`src/rtl/wdp_pkg.sv`:
```
package wdp_pkg;

    localparam int BYTE_W     = 8;
    localparam int POLL_BIT   = 7;   // complemented while busy
    localparam int TOGGLE_BIT = 6;   // alternates while busy

    typedef enum logic [1:0] {
        ST_IDLE = 2'd0,
        ST_REQ  = 2'd1,
        ST_WAIT = 2'd2
    } wdp_state_e;

    typedef enum logic {
        M_BIT7   = 1'b0,
        M_TOGGLE = 1'b1
    } wdp_mode_e;

    typedef struct packed {
        wdp_mode_e         mode;
        logic [BYTE_W-1:0] last;
    } wdp_cfg_t;

    function automatic logic bit7_settled(logic [BYTE_W-1:0] rd,
                                          logic [BYTE_W-1:0] last);
        return rd[POLL_BIT] == last[POLL_BIT];
    endfunction

    function automatic logic toggle_settled(logic have_prev, logic prev,
                                            logic [BYTE_W-1:0] rd);
        return have_prev && (rd[TOGGLE_BIT] == prev);
    endfunction

endpackage

```
`src/rtl/wdp_timer.sv`:
```
module wdp_timer #(
    parameter int LIMIT = 3_750_000
) (
    input  logic clk,
    input  logic rst,
    input  logic clear,
    input  logic run,
    output logic expire
);
    localparam int CW = $clog2(LIMIT + 1);
    localparam logic [CW-1:0] LAST = CW'(LIMIT - 1);

    logic [CW-1:0] cnt;

    always_ff @(posedge clk) begin
        if (rst || clear) begin
            cnt <= '0;
        end else if (run && cnt != LAST) begin
            cnt <= cnt + 1'b1;
        end
    end

    assign expire = run && (cnt == LAST);
endmodule

```
`src/rtl/wdp_judge.sv`:
```
module wdp_judge
    import wdp_pkg::*;
(
    input  logic              clk,
    input  logic              rst,
    input  logic              clear,
    input  wdp_cfg_t          cfg,
    input  logic              rsp_take,
    input  logic [BYTE_W-1:0] rsp_data,
    output logic              finish
);
    logic prev_b6;
    logic have_prev;

    always_ff @(posedge clk) begin
        if (rst || clear) begin
            prev_b6   <= 1'b0;
            have_prev <= 1'b0;
        end else if (rsp_take) begin
            prev_b6   <= rsp_data[TOGGLE_BIT];
            have_prev <= 1'b1;
        end
    end

    always_comb begin
        finish = 1'b0;
        if (rsp_take) begin
            if (cfg.mode == M_BIT7) begin
                finish = bit7_settled(rsp_data, cfg.last);
            end else begin
                finish = toggle_settled(have_prev, prev_b6, rsp_data);
            end
        end
    end
endmodule

```
`src/rtl/wdp_ctrl.sv`:
```
module wdp_ctrl
    import wdp_pkg::*;
#(
    parameter int AW = 17
) (
    input  logic              clk,
    input  logic              rst,
    input  logic              start,
    input  logic [AW-1:0]     addr_in,
    input  logic [BYTE_W-1:0] last_in,
    input  logic              mode_in,
    input  logic              rsp_vld,
    input  logic              finish,
    input  logic              expire,
    output wdp_state_e        state,
    output wdp_cfg_t          cfg,
    output logic [AW-1:0]     addr_q,
    output logic              clear,
    output logic              rsp_take,
    output logic              done_q,
    output logic              tmo_q
);
    always_ff @(posedge clk) begin
        if (rst) begin
            state  <= ST_IDLE;
            cfg    <= '0;
            addr_q <= '0;
            done_q <= 1'b0;
            tmo_q  <= 1'b0;
        end else begin
            done_q <= 1'b0;
            tmo_q  <= 1'b0;
            unique case (state)
                ST_IDLE: begin
                    if (start) begin
                        state     <= ST_REQ;
                        addr_q    <= addr_in;
                        cfg.mode  <= wdp_mode_e'(mode_in);
                        cfg.last  <= last_in;
                    end
                end
                ST_REQ: begin
                    if (expire) begin
                        state <= ST_IDLE;
                        tmo_q <= 1'b1;
                    end else begin
                        state <= ST_WAIT;
                    end
                end
                ST_WAIT: begin
                    if (finish) begin
                        state  <= ST_IDLE;
                        done_q <= 1'b1;
                    end else if (expire) begin
                        state <= ST_IDLE;
                        tmo_q <= 1'b1;
                    end else if (rsp_vld) begin
                        state <= ST_REQ;
                    end
                end
                default: state <= ST_IDLE;
            endcase
        end
    end

    assign clear    = (state == ST_IDLE) && start;
    assign rsp_take = (state == ST_WAIT) && rsp_vld;
endmodule

```
`src/rtl/wr_done_poller.sv`:
```
module wr_done_poller
    import wdp_pkg::*;
#(
    parameter int AW         = 17,
    parameter int TMO_CYCLES = 3_750_000
) (
    input  logic          clk,
    input  logic          rst,
    input  logic          start_i,
    input  logic [AW-1:0] tgt_addr_i,
    input  logic [7:0]    last_byte_i,
    input  logic          mode_i,
    output logic          rd_req_o,
    output logic [AW-1:0] rd_addr_o,
    input  logic          rd_vld_i,
    input  logic [7:0]    rd_data_i,
    output logic          done_o,
    output logic          timeout_o
);
    wdp_state_e state;
    wdp_cfg_t   cfg;
    logic       clear, rsp_take, finish, expire, sess_busy;

    assign sess_busy = (state != ST_IDLE);

    wdp_ctrl #(.AW(AW)) u_ctrl (
        .clk(clk), .rst(rst), .start(start_i), .addr_in(tgt_addr_i),
        .last_in(last_byte_i), .mode_in(mode_i), .rsp_vld(rd_vld_i),
        .finish(finish), .expire(expire), .state(state), .cfg(cfg),
        .addr_q(rd_addr_o), .clear(clear), .rsp_take(rsp_take),
        .done_q(done_o), .tmo_q(timeout_o)
    );

    wdp_judge u_judge (
        .clk(clk), .rst(rst), .clear(clear), .cfg(cfg),
        .rsp_take(rsp_take), .rsp_data(rd_data_i), .finish(finish)
    );

    wdp_timer #(.LIMIT(TMO_CYCLES)) u_timer (
        .clk(clk), .rst(rst), .clear(clear), .run(sess_busy), .expire(expire)
    );

    assign rd_req_o = (state == ST_REQ);
endmodule

```
`config.mk`:
```
export PLATFORM = sky130hd
export DESIGN_NAME = wr_done_poller
export DESIGN_NICKNAME = d
export VERILOG_FILES = /design/src/rtl/wdp_pkg.sv /design/src/rtl/wdp_timer.sv /design/src/rtl/wdp_judge.sv /design/src/rtl/wdp_ctrl.sv /design/src/rtl/wr_done_poller.sv
export SDC_FILE = /design/constraint.sdc
export NUM_CORES = 1
export LEC_CHECK = 0
export BUFFER_PORTS_ARGS = -buffer_cell sky130_fd_sc_hd__clkbuf_2
export CORE_MARGIN = 1
export CORE_UTILIZATION = 50
export CTS_CLUSTER_SIZE = 28
export DETAILED_ROUTE_END_ITERATION = 16
export PLACE_DENSITY_LB_ADDON = 0.05
export SKIP_LAST_GASP = 1
export SLEW_MARGIN = 25
export SYNTH_ARGS = -nofsm -noshare
export SYNTH_HDL_FRONTEND = slang
export SYNTH_SLANG_ARGS = --single-unit
```
`constraint.sdc`:
```
create_clock -name clk -period 4.3 [get_ports clk]
set_input_delay 0.86 -clock clk [delete_from_list [all_inputs] [get_ports clk]]
set_output_delay 0.86 -clock clk [all_outputs]
set_load 0.01 [all_outputs]
```
==> reports/qor.txt <==
Iteration-0 DRC Markers - 82
Antenna viol nets, final - 0
Setup ws final - 2000 ps
Dpl ws - 1910 ps
DRC viols - 0
Yosys top cell area share - 44.7%
Core area - 4030 um^2
Req. time, crit path - 4500 ps
Register clock-pin slew on the reported worst setup and hold paths - 80 ps
First-pass GRT wire length - 6310 um
Placed cells - 334
Clock skew - 7.08 ps
Max FO, Critical Path - 21
Sink Count - 47
Synth area leaders - dfxtp_1, nand2_1, a21oi_1
Worst Path Arrival - 2500 ps
Initial Util - 52.3%
Post-Route WL - 4000 um
Post_cts resized - 0
Nets - 334
Vias in the first global route - 1,448
Postcts setup bufs - 0
Initial antenna violation count - 0
Die area - 4470 um^2
Filler cell count in the final layout - 390
Area added between synthesis and finish - 16.2%
Syn Nets - 291
Routed vias - 1,744
Syn Area/Cell - 8.49 um^2
Post-synth EDFFs - 0
Max Buffers Root-to-Sink - 2
Leading cell type in the layout, fill and taps excluded - nand2_1
Final slew viol count - 0
CP endpoint kind - flip-flop
Minimum clock period - 2300 ps
F_max - 0.434 GHz
CTS Buf Count - 5
Die Height - 66.9 um
Met3 global-route usage - 5.14%
CTS tree - yes
Yosys top cell by area - dfxtp_1
Synth Warn # - 0
Worst hold path class - reg -> reg
Vias per cell - 5.11
CP Class - reg -> reg
Post-Syn Instances - 248
Sequential area share after synthesis - 44.7%
Met1 usage - 24.4%
Die width - 66.9 um
Drt wl/cell - 11.7 um
Top_reg_cell synth - dfxtp_1
Max-slew headroom - 52.9%
Skew-Pair Late Insertion Delay - 300 ps
Setup_tns - 0 ps
Most frequent cells in the layout - nand2_1, dfxtp_1, clkbuf_2
Synth Cell Area - 2110 um^2
CTS Hold Bufs - 0
Met2 Use GR - 28.5%
Worst setup SP type - flip-flop
CTS Root Cell - clkbuf_8
Ys async rst share - 0%
# diodes - 0
Share of layout cells above drive strength 1 - 22.3%
Drt pass-1 iters - 4
GR peak layer - met2
Fin. Hold Viols - 0
GRT Overall Usage - 18.6%
Final HPWL DP - 2830 um
Final Core Density - 60.7%
Number of library cell types mapped by synthesis - 48
Worst IR Drop VDD - 163 uV
H-Tree Depth - 2
Row count - 23
FF+latch count, synth - 47
IO Port Bufs - 44
Power Density - 376 nW/um^2
GP Congestion - 0.801
Static Leak - 0.000975 uW
Largest net degree at the start of global routing - 28
Layout Cells excl Fill - 341
RSZ-0062 raised after global routing - no
Status - finished, final reports clean
IO Pins - 58
Pwr Total - 921 uW
GR Overflow Total - 0
Setup violators final - 0
Max Cap Viol - 0
Tightest Pin Transition - 706 ps
Final Cycle Share - 53.6%
[cell type report]
class / count / area, um^2 / share of cell area [%]
Sequential cell: 47 / 941 / 38.4
Clock buffer: 6 / 82.6 / 3.37
Tap cell: 50 / 62.6 / 2.56
Clock inverter: 1 / 5.00 / 0.204
Inverter: 6 / 22.5 / 0.920
Timing Repair Buffer: 46 / 235 / 9.61
Multi-Input combinational cell: 185 / 1100 / 44.9
[power breakdown]
part | internal, uW | switching, uW | leakage, uW | total, uW
logic | 67.7 | 107 | 0.000546 | 175
clock network | 126 | 141 | 0.0000470 | 267
registers | 462 | 17.1 | 0.000382 | 479
[flip-flops by register name, summed over array words and instances (netlist names)]
register           count
u_ctrl.addr_q         17
u_ctrl.tmo_q           1
u_judge.prev_b6        1
u_ctrl.done_q          1
u_judge.have_prev      1
u_ctrl.cfg             2
u_ctrl.state           2
u_timer.cnt           22
[per-layer routing]
layer / up-vias / part of all wire, %
met1: 787 / 52
met5: - / 0
met4: 0 / 0.87
met2: 26 / 44
li1: 925 / -
met3: 6 / 3.3
[critical path, stage by stage, from the launching register on]
cell and delay [ps]:
dfxtp_1 350, inv_1 90, ha_1 450, and2_1 660, nor2_1 280, nand2_1 150
a21oi_2 40, a31o_1 180
[final timing paths]
kind                     start           endpoint  slack [ps]  cells past startpoint
min          u_ctrl.addr_q[11]  u_ctrl.addr_q[11]         450                      2
max            u_ctrl.state[0]     u_timer.cnt[2]        2000                      7
min reg2reg  u_ctrl.addr_q[11]  u_ctrl.addr_q[11]         450                      2
max reg2reg    u_ctrl.state[0]     u_timer.cnt[2]        2000                      7
[per-stage QoR]
stage	instance area, um^2	hold slack [ps]
final	2450	454
after global routing	2450	478
after detailed placement	2360	445
after CTS	2450	457
after global placement	2360	442
after floorplan	2110	440
[kinds of logic (layout without fill, tap and decap cells)]
group                      count (synthesis)  in the layout  share of synthesized area (%)
and+or+nand+nor                          126            126                           31.0
xor gates and xnor gates                  18             18                           7.49
buffers and inverters                     16             59                           3.15
adders and majority gates                  5              5                           2.97
muxes                                      2              2                          0.951
DFF                                       47             47                           44.7
AOI/OAI and AO/OA                         34             34                           9.74
[cell usage after synthesis, types with 3 or more instances]
| library cell | n |
|---|---|
| clkbuf_1 | 4 |
| nand3_1 | 6 |
| buf_2 | 5 |
| nor2_1 | 22 |
| a21oi_1 | 23 |
| xor2_1 | 12 |
| nor3_1 | 4 |
| xnor2_1 | 6 |
| and3_1 | 3 |
| nand2b_1 | 3 |
| nand2_1 | 53 |
| ha_1 | 5 |
| inv_1 | 5 |
| nand4_1 | 10 |
| dfxtp_1 | 47 |
(Power assumes the default switching activity.)
